--- config.mk ---
export PLATFORM = sky130hd
export DESIGN_NAME = gpio_odport
export DESIGN_NICKNAME = d
export VERILOG_FILES = /design/src/rtl/gpio_odport.sv
export SDC_FILE = /design/constraint.sdc
export NUM_CORES = 1
export LEC_CHECK = 0
export BUFFER_PORTS_ARGS = -buffer_cell sky130_fd_sc_hd__buf_2
export CORE_MARGIN = 3
export CORE_UTILIZATION = 25
export DETAILED_ROUTE_END_ITERATION = 16
export GPL_ROUTABILITY_DRIVEN = 0
export GPL_TIMING_DRIVEN = 1
export PLACE_DENSITY = 0.49
export SLEW_MARGIN = 15
export SYNTH_ARGS = -nofsm -noshare
export SYNTH_HDL_FRONTEND = slang
export SYNTH_SLANG_ARGS = --single-unit
--- constraint.sdc ---
create_clock -name clk -period 1.44 [get_ports clk]
set_input_delay 0.144 -clock clk [delete_from_list [all_inputs] [get_ports clk]]
set_output_delay 0.144 -clock clk [all_outputs]
set_load 0.005 [all_outputs]
--- src/rtl/gpio_odport.sv ---
module gpio_odport #(
  parameter int WIDTH = 16
) (
  input  logic             clk,
  input  logic             rst_n,
  input  logic             hw_stby,
  input  logic             sw_stby,
  input  logic             wr_en,
  input  logic [WIDTH-1:0] wr_data,
  input  logic             rd_en,
  output logic [WIDTH-1:0] rd_data,
  input  logic [WIDTH-1:0] dir,
  input  logic [WIDTH-1:0] gpio_mode,
  input  logic             out_dis_n,
  input  logic [WIDTH-1:0] pin_in,
  output logic [WIDTH-1:0] pin_out,
  output logic [WIDTH-1:0] pin_oe
);

  logic [WIDTH-1:0] data_q;
  logic [WIDTH-1:0] meta_q;
  logic [WIDTH-1:0] sync_q;
  logic             clear;

  assign clear = hw_stby | sw_stby;

  always_ff @(posedge clk or negedge rst_n) begin
    if (!rst_n)      data_q <= '0;
    else if (clear)  data_q <= '0;
    else if (wr_en)  data_q <= wr_data;
  end

  always_ff @(posedge clk or negedge rst_n) begin
    if (!rst_n) begin
      meta_q <= '0;
      sync_q <= '0;
    end else begin
      meta_q <= pin_in;
      sync_q <= meta_q;
    end
  end

  assign pin_out = data_q;
  assign pin_oe  = dir & gpio_mode & {WIDTH{out_dis_n}};
  assign rd_data = rd_en ? ((dir & data_q) | (~dir & sync_q)) : '0;

endmodule


# --- Yosys cells after proc, flatten, opt, wreduce, memory -nomap -nowiden ---
# Cells that the tools add are included.
word_totals:
  ff_bits: 48
  latchBits: 0
  ram_bits: 0
  mem_bits_ro: 0
  in_bits: 71
  output_inout_bits: 48
  n_memories: 0
classes:
  addsub: 0
  multipliers: 0
  div: 0
  order_cmp: 0
  n_eq_ne: 0
  n_shift: 0
  n_mux: 3
  n_bitwise: 7
  reduce_logical: 1
ops:
  columns: ["operator", "n"]
  rows:
  - ["$and A16 B16 Y16", 4]
  - ["$mux W16", 3]
  - ["$not A16 Y16", 1]
  - ["$or A16 B16 Y16", 1]
  - ["$reduce_bool A2 Y1", 1]
  - ["$or A1 B1 Y1", 1]

# --- Longest topological paths before layout ---
# Gate-level depths: netlist of run 1.
logic_depth:
  depth_word: 4
  mapped_depth: 4
  mapped_depth_nobuf: 2

# --- Worst setup path before layout of run 1 ---
# Ideal clock, no wire load.
synth_timing:
  kind: "input -> register"
  from: "input wr_en"
  to: "register data_q[10] (netlist: pin_out[10])"
  setup_ns: 0.118
  arrival_ns: 0.673
  required_time_ns: 1.322
  path_slack_ns: 0.648
  path_stages: 4
  path_buffers: 2
  path_cell_list: "buf_4 buf_6 mux2i_1 nor2_1"
synth_between:
  elab_chain_cells: 1
synth_lines:
  columns: ["item", "line_no", "source"]
  rows:
  - ["start, declared", "8", "input logic wr_en,"]
  - ["$reduce_bool A2 Y1 (no line)", null, null]
  - ["end signal, assigned", "30", "else if (wr_en) data_q <= wr_data;"]
  - ["end, declared", "20", "logic [WIDTH-1:0] data_q;"]
# Every way passes these cells.
# A chain may end at the register's enable or synchronous reset.

# --- Final worst setup path of run 1 ---
layout_timing:
  from: "register data_q[15] (netlist: pin_out[15])"
  to: "output rd_data[15]"
layout_between:
  elab_chain_cells: 3
layout_lines:
  columns: ["item", "line_no", "source"]
  rows:
  - ["$and A16 B16 Y16", "45", "assign rd_data = rd_en ? ((dir & data_q) | (~dir & sync_q)) : '0;"]
  - ["$or A16 B16 Y16", "45", null]
  - ["$mux W16", "45", null]
  - ["end, declared", "11", "output logic [WIDTH-1:0] rd_data,"]
# Every way passes these cells.

==> results.md, run 1 <==
* IO Port Bufs at 118
* Die Wd at 91.8 µm
* Number of enable flip-flop cells after synthesis at 0
* Pwr Density at 930 nW/µm²
* Sequential cell area at 1200 µm²
* RSZ-0062 raised after global routing: no
* Total number of vias at 1,465
* F_max at 856 MHz
* Post-Syn Instances at 135
* Yosys reg bits at 48
* Grt ovf at 0
* VDD IR max at 0.371 mV
* Final count of negative-setup-slack endpoints at 0
* Final std cells w/o fill at 369
* Min-Delay Path Class: primary input to flop
* Unique masters post-synth at 10
* Met3 wire length at 202 µm
* Initial antenna violation count at 0
* Setup TNS at 0 ns
* Global-route usage over all layers at 11.9%
* Share of the yosys chip area belonging to registers at 65.3%
* Fillers at 733
* Post-synthesis mux area share at 17.4%
* Largest family of logic cells by synthesized area: multiplexers
* Setup slack, reg-to-reg at 0.70 ns
* Tmin final at 1.17 ns
* Top cell type's share of synthesized area at 65.3%
* Worst Path Required at 1.30 ns
* Adder-cell share of the synthesized area at 0%
* Synth area leader: dfrtp_1
* CP endpoint kind: primary output
* Via density at 3.97
* Static Leak at 1.58 nW
* Post-synthesis compound-gate area fraction at 0%
* Synth Warn # at 0
* Multi-input gate area at 587 µm²
* Num CTS Buffers at 5
* First-pass GRT wire length at 7890 µm
* Synth Flop Type: dfrtp_1
* Worst rel slew slack at 56.7%
* Starting density of the core at 26.4%
* Highest metal used: met4
* Period utilization at 81.2%
* Met2 WL at 2660 µm
* Average wire per standard cell at 13.4 µm
* Synth top cells by count: 48 x dfrtp_1, 32 x mux2i_1, 16 x and3_1, 16 x nor2_1, 16 x nor2b_1
* Worst EP arrival at 1.02 ns
* M1 WL at 2020 µm
* Longest Clk Path Bufs at 2
* Crit Path Category: flop to primary output
* Die area at 8430 µm²
* Share of layout cells above drive strength 1 at 46.5%
* TritonCTS clock tree: yes
* Vias in the first global route at 1,487
* Core footprint at 6980 µm²
* Hold Fails Final Rpt at 0
* Simple-gate share of the synthesized area at 14.5%
* Initial DRC count at 38
* Syn avg cell area at 13.6 µm²
* CP Max Fanout at 3
* Clock Latency Late Sink at 0.29 ns
* H-tree levels at 2
* Drt total wl at 4930 µm
* I/O pin count at 119
* Root buf cell: clkbuf_8
* Row count at 30
* Layout area overhead at 51.1%
* Max cap viols at 0
* Post-CTS Setup Inserts at 0
* Syn_nets at 206
* Status: finished, final reports clean
* Final nets at 343
* Diodes inserted at 0
* Antenna Nets Post-Route at 0
* Fin Clk Skew at 0.00386 ns
* Placed cell count at 344
* Most numerous cell in the Yosys netlist: dfrtp_1
* Worst-Margin Slew at 0.650 ns
* Clock slew at reported path FFs at 0.08 ns
* DIE HEIGHT at 91.8 µm
* Largest net degree at the start of global routing at 49
* Area contributors post-synth: dfrtp_1 65%, mux2i_1 17%, and3_1 5.4%, nor2b_1 5.4%, nor2_1 3.3%
* 1st-pass router iterations at 4
* Number of remaining DRC errors at 0
* Syn Std Cell Area at 1840 µm²
* Clk sinks at 48
* Post-Synth XOR/XNOR Area at 0%
* Max Slew Vio Count at 0
* Async set-reset flop share out of synthesis at 100%
* CP startpoint kind: flop
cell type report:
type	instances	area share, %
sequential	48	43.2
timing repair buffer	136	28.1
multi-input combinational	81	21.1
tap	96	4.32
clock buffer	6	2.97
clock inverter	2	0.360
cell usage in the layout (no fill, tap or decap):
| master | n |
|---|---|
| nor2b_1 | 16 |
| and3_1 | 16 |
| buf_2 | 118 |
| or2_1 | 1 |
| buf_12 | 1 |
| dlygate4sd3_1 | 17 |
| clkbuf_8 | 6 |
| dfrtp_1 | 48 |
| clkinv_2 | 2 |
| nor2_1 | 16 |
| mux2i_1 | 32 |
final timing paths:
check,start,to,depth (start not counted)
max in group asynchronous,rst_n,pin_out[10]$_DFFE_PN0P_,3
setup reg to reg,pin_out[10]$_DFFE_PN0P_,pin_out[10]$_DFFE_PN0P_,2
hold / removal,wr_data[12],pin_out[12]$_DFFE_PN0P_,3
min in group asynchronous,rst_n,meta_q[1]$_DFF_PN0_,3
setup / recovery,pin_out[15]$_DFFE_PN0P_,rd_data[15],3
hold reg to reg,meta_q[0]$_DFF_PN0_,sync_q[0]$_DFF_PN0_,0
cell families after synthesis:
kind of cell           Yosys count
buffers and inverters            6
multiplexers                    32
flip-flops                      48
AND/OR/NAND/NOR                 49
routing by layer:
layer  up-vias  GRT usage, %
met3         5          2.71
met4         0          3.71
met2        41          21.3
li1        723             -
met1       696          14.1
met5         -             0
critical path: stages (launching register included):
cell and delay (ns):
dfrtp_1 0.41, mux2i_1 0.14, nor2b_1 0.06, buf_2 0.12
state kept, by name, indices dropped and copies added (netlist names):
name and flops:
meta_q 16, pin_out 16, sync_q 16
per-stage QoR:
| step | instance area [µm²] | total power, mW | util [%] | setup WS [ns] | hold WS, ns |
|---|---|---|---|---|---|
| after floorplan | 1840 | 1.57 | - | 0.648 | -0.152 |
| after global placement | 2520 | 1.77 | 36.1 | 0.424 | 0.151 |
| after detailed placement | 2520 | 1.77 | 36.1 | 0.400 | 0.154 |
| after CTS | 2780 | 2.64 | 39.8 | 0.248 | 0.0800 |
| after global routing | 2780 | 2.75 | 39.8 | 0.168 | 0.0957 |
| final | 2780 | 2.59 | 39.8 | 0.271 | 0.0936 |
repair_timing:
item,4_1_cts,5_1_grt
setup endpoints to repair,0,0
hold endpoints to repair,64,0
hold buffers,17,0
resized for setup,0,0
power breakdown:
| group | leakage [nW] | switching, mW | internal (mW) |
|---|---|---|---|
| logic | 0.933 | 0.149 | 0.197 |
| registers | 0.592 | 0.0234 | 1.41 |
| clock network | 0.0510 | 0.429 | 0.384 |
Note: power is estimated with default switching activity, not from simulation.
==> inputs of run 2 (changes only) <==
Settings changed: PLACE_DENSITY 0.49 to 0.51.
Clock period 1.44 ns to 1 ns, I/O delays scaled along.
==> run 2 against run 1 <==
The run now ends with setup timing left. Clock skew shrank 0.0025 ns. Sequential share of layout area fell by 3.2 points. Die area stayed put. Worst setup slack lost 0.41 ns. Clock power is 43% higher. Sequential power rose by 43%. Worst hold slack got worse by 0.040 ns. Combinational power up 63%.
==> results.md, run 2 (same netlist as run 1, synthesis figures left out) <==
* Worst Path Required at 0.90 ns
* Clk sinks at 48
* Longest Clk Path Bufs at 2
* Failing checks: setup timing
* Worst Hold Slack at 0.0538 ns
* 1st-pass router iterations at 4
* Layout area overhead at 63.4%
* Min-Delay Path Class: primary input to flop
* HPWL after DPL at 3640 µm
* WHS Endpoint: pin_out[11]$_DFFE_PN0P_
* Num CTS Buffers at 5
* Clock slew at reported path FFs at 0.08 ns
* Max Slew Vio Count at 0
* F_max at 882 MHz
* Period utilization at 113%
* Die area at 8430 µm²
* Worst EP arrival at 1.03 ns
* Static Leak at 1.68 nW
* CP startpoint kind: flop
* DIE HEIGHT at 91.8 µm
* Crit path max-delay family: flip-flops
* Worst-Margin Slew at 0.603 ns
* RSZ-0062 raised after global routing: yes
* Root buf cell: clkbuf_8
* Diodes inserted at 0
* Core footprint at 6980 µm²
* Tot Pwr at 3.78 mW
* Antenna Nets Post-Route at 0
* Crit-path slowest cell: dfrtp_1
* Hold depth at 3
* Tmin final at 1.13 ns
* I/O pin count at 119
* VDD IR max at 0.399 mV
* Worst hold path startpoint: wr_data[11]
* H-tree levels at 2
* Number of remaining DRC errors at 0
* Worst path depth at 3
* Final count of negative-setup-slack endpoints at 28
* Worst r2r src: pin_out[6]$_DFFE_PN0P_
* First-pass GRT wire length at 7740 µm
* CP endpoint kind: primary output
* TritonCTS clock tree: yes
* Slowest cell delay on critical path at 0.41 ns
* Drt total wl at 5010 µm
* Grt ovf at 0
* Crit Path Category: flop to primary output
* Placed cell count at 345
* Global-route usage over all layers at 11.8%
* Commonest non-fill, non-tap cell in the layout: buf_2
* Fillers at 687
* Status: complete, but fails checks
* Pwr Density at 1260 nW/µm²
* Final std cells w/o fill at 384
* Setup slack, reg-to-reg at 0.05 ns
* Final nets at 358
* Most frequent cells in the layout: 108 x buf_2, 48 x dfrtp_1, 32 x mux2i_1, 20 x buf_6, 17 x dlygate4sd3_1
* Average wire per standard cell at 13.1 µm
* Worst rel slew slack at 59.8%
* Initial DRC count at 10
* Setup ws final at -0.134 ns
* Buf/Inv on CP at 1
* Share of layout cells above drive strength 1 at 49.3%
* Initial antenna violation count at 0
* Post-Place Worst Slack at 0.0521 ns
* Cell breakdown of the critical path: mux2i_1 > nor2b_1 > buf_2
* Terminus of the critical flop-to-flop path: pin_out[6]$_DFFE_PN0P_
* Starting density of the core at 26.4%
* Total number of vias at 1,536
* Largest net degree at the start of global routing at 49
* Worst r2r path cells at 4
* Max cap viols at 0
* Fin Clk Skew at 0.00134 ns
* Die Wd at 91.8 µm
* Via density at 4.00
* Row count at 30
* Vias in the first global route at 1,539
* IO Port Bufs at 118
* Fin util at 43.1%
* Hold Fails Final Rpt at 0
* CP Max Fanout at 2
* Clock Latency Late Sink at 0.29 ns
run 2: worst register-to-register path: stages, from the launching register on:
cell     delay (ns)
dfrtp_1        0.40
buf_6          0.12
buf_4          0.12
mux2i_1        0.11
nor2_1         0.06
run 2: final cells by class:
cell class | instances | area [µm²] | area share, %
clock buffers | 6 | 82.6 | 2.75
clock inverters | 2 | 10.0 | 0.333
multi-input cells | 81 | 587 | 19.5
flip-flops and latches | 48 | 1200 | 40.0
well taps | 96 | 120 | 4.00
repair buffers | 151 | 1010 | 33.5
run 2: where the power goes:
part           total, mW  internal [mW]  switching (mW)
clock network       1.16          0.552           0.605
logic              0.564          0.334           0.230
registers           2.05           2.02          0.0310
run 2: what timing repair did:
item | in CTS | in global routing
buffers inserted | 10 | 4
endpoints found under the hold margin | 64 | 0
resized for setup | 4 | 16
hold buffers | 17 | 0
endpoints found under the setup margin | 16 | 26
run 2: routing by layer:
layer	wire length, µm	track usage [%]	part of all wire (%)
met4	72	5.20	1.4
met3	159	1.72	3.2
met5	0	0	0
met2	2890	22.5	58
met1	1900	12.6	38
run 2: worst max-delay path by stage:
stage | start | endpoint
floorplan | wr_en | pin_out[10]$_DFFE_PN0P_
global placement | hw_stby | pin_out[6]$_DFFE_PN0P_
detailed placement | hw_stby | pin_out[7]$_DFFE_PN0P_
CTS | pin_out[10]$_DFFE_PN0P_ | rd_data[10]
global route | pin_out[15]$_DFFE_PN0P_ | rd_data[15]
finish | pin_out[4]$_DFFE_PN0P_ | rd_data[4]
run 2: metrics by stage:
stage          cell area, µm²  setup TNS (ns)
6_report                 3010           -1.87
5_1_grt                  3010           -3.50
4_1_cts                  2900           -2.32
3_5_place_dp             2540               0
3_3_place_gp             2540               0
2_1_floorplan            1840               0
==> inputs of run 3 (changes only) <==
Settings changed: HOLD_SLACK_MARGIN set to 0.08.
==> run 3 against run 2 <==
The flow still finishes with violations (setup timing). Non-clock buffer count increased by 16. Die area unchanged. Power increased by 1.3%. Combinational power increased by 9.6%. Clock-buffer cell count unchanged. Highest routed layer unchanged.
==> results.md, run 3 (same netlist as run 1, synthesis figures left out) <==
* Most frequent cells in the layout: 108 x buf_2, 48 x dfrtp_1, 33 x dlygate4sd3_1, 32 x mux2i_1, 21 x buf_6
* VDD IR max at 0.401 mV
* M2 GR Usage at 23.1%
* Gr busiest metal: met2
* Worst Path Required at 0.90 ns
* Worst path depth at 3
* Pwr Density at 1210 nW/µm²
* Commonest non-fill, non-tap cell in the layout: buf_2
* Clock power share at 30.1%
* Worst r2r src: pin_out[6]$_DFFE_PN0P_
* Final count of negative-setup-slack endpoints at 28
* Worst-Margin Slew at 0.605 ns
* TritonCTS clock tree: yes
* Drt total wl at 5170 µm
* IO Port Bufs at 118
* Static Leak at 1.74 nW
* Clock Latency Late Sink at 0.29 ns
* Via density at 4.03
* Starting density of the core at 26.4%
* Row count at 30
* M1 GR Usage at 13.5%
* Max Slew Vio Count at 0
* Vias in the first global route at 1,656
* Cell breakdown of the critical path: mux2i_1 > nor2b_1 > buf_2
* Switching power at 0.873 mW
* Grt ovf at 0
* CP Max Fanout at 2
* Worst r2r path cells at 4
* Tmin final at 1.15 ns
* Initial DRC count at 15
* Worst EP arrival at 1.05 ns
* Crit path max-delay family: flip-flops
* Number of remaining DRC errors at 0
* Switching Fraction at 22.8%
* Max cap viols at 0
* Initial antenna violation count at 0
* Worst rel slew slack at 59.7%
* First-pass GRT wire length at 8140 µm
* Longest Clk Path Bufs at 2
* Period utilization at 115%
* Largest net degree at the start of global routing at 49
* CP endpoint kind: primary output
* F_max at 867 MHz
* Worst Hold Slack at 0.279 ns
* Layout area overhead at 72.3%
* Clock slew at reported path FFs at 0.08 ns
* Crit path launch: pin_out[10]$_DFFE_PN0P_
* CP startpoint kind: flop
* Internal power at 2.95 mW
* Slowest cell delay on critical path at 0.41 ns
* Status: complete, but fails checks
* Share of total power in combinational logic at 16.2%
* I/O pin count at 119
* Min-Delay Path Class: primary input to flop
* Die Wd at 91.8 µm
* Share of layout cells above drive strength 1 at 46.7%
* Fin Clk Skew at 0.00158 ns
* Die area at 8430 µm²
* Root buf cell: clkbuf_8
* Hold depth at 4
* Clk sinks at 48
* Total number of vias at 1,610
* Met3 usage at 1.72%
* Fin util at 45.4%
* Crit Path Category: flop to primary output
* Worst hold path startpoint: wr_en
* RSZ-0062 raised after global routing: yes
* Buf/Inv on CP at 1
* Setup ws final at -0.153 ns
* Sequential Power Share at 53.7%
* Crit-path slowest cell: dfrtp_1
* HPWL after DPL at 3640 µm
* Antenna Nets Post-Route at 0
* Final nets at 374
* Core footprint at 6980 µm²
* Average wire per standard cell at 12.9 µm
* Global-route usage over all layers at 12.2%
* Diodes inserted at 0
* Failing checks: setup timing
* 1st-pass router iterations at 4
* Num CTS Buffers at 5
* DIE HEIGHT at 91.8 µm
* H-tree levels at 2
* Hold Fails Final Rpt at 0
## run 3: timing repair
item | CTS | global route
hold buffers | 33 | 0
endpoints found under the setup margin | 16 | 26
buffers inserted | 10 | 4
hold endpoints to repair | 80 | 0
resized for setup | 4 | 17
## run 3: area by class of cell
type / instances / area [µm²]
clock inverter: 2 / 10.0
timing repair buffer: 167 / 1170
tap: 96 / 120
sequential: 48 / 1200
multi-input combinational: 81 / 587
fill: 675 / 3810
clock buffer: 6 / 82.6
## run 3: worst paths after layout
path                                           end  slack, ns
max                                    rd_data[10]      -0.15
min                        pin_out[11]$_DFFE_PN0P_       0.28
max reg2reg                 pin_out[6]$_DFFE_PN0P_       0.05
min reg2reg                    sync_q[2]$_DFF_PN0_       0.35
max in group asynchronous   pin_out[1]$_DFFE_PN0P_       0.44
min in group asynchronous     sync_q[11]$_DFF_PN0_       0.34
## run 3: worst min-delay path, delay by kind of cell
family	cells	cell delay (ns)
buffers and inverters	2	0.27
multiplexers	1	0.08
AND/OR/NAND/NOR	1	0.07
## run 3: per-layer routing
| metal | wire [µm] | vias to the layer above |
|---|---|---|
| met5 | 0 | - |
| met4 | 72 | 0 |
| met3 | 159 | 5 |
| met2 | 2970 | 36 |
| met1 | 1970 | 784 |
| li1 | - | 785 |
## run 3: metrics by stage
| step | total power, mW | worst slack (ns) | instances | setup TNS, ns | instance area, µm² |
|---|---|---|---|---|---|
| finish | 3.82 | -0.153 | 400 | -1.93 | 3170 |
| CTS | 3.88 | -0.133 | 396 | -2.32 | 3060 |
| detailed placement | 2.56 | 0.0521 | 345 | 0 | 2540 |
| global route | 4.03 | -0.206 | 400 | -3.59 | 3170 |
| global placement | 2.56 | 0.0728 | 345 | 0 | 2540 |
| floorplan | 2.27 | 0.252 | 135 | 0 | 1840 |
## run 3: power by group through the flow
| stage | Sequential, mW | Combinational [mW] | Clock (mW) |
|---|---|---|---|
| after floorplan | 2.09 | 0.176 | 0 |
| after global placement | 2.10 | 0.462 | 0 |
| after detailed placement | 2.10 | 0.467 | 0 |
| after CTS | 2.05 | 0.601 | 1.22 |
| after global routing | 2.06 | 0.682 | 1.29 |
| final | 2.06 | 0.618 | 1.15 |
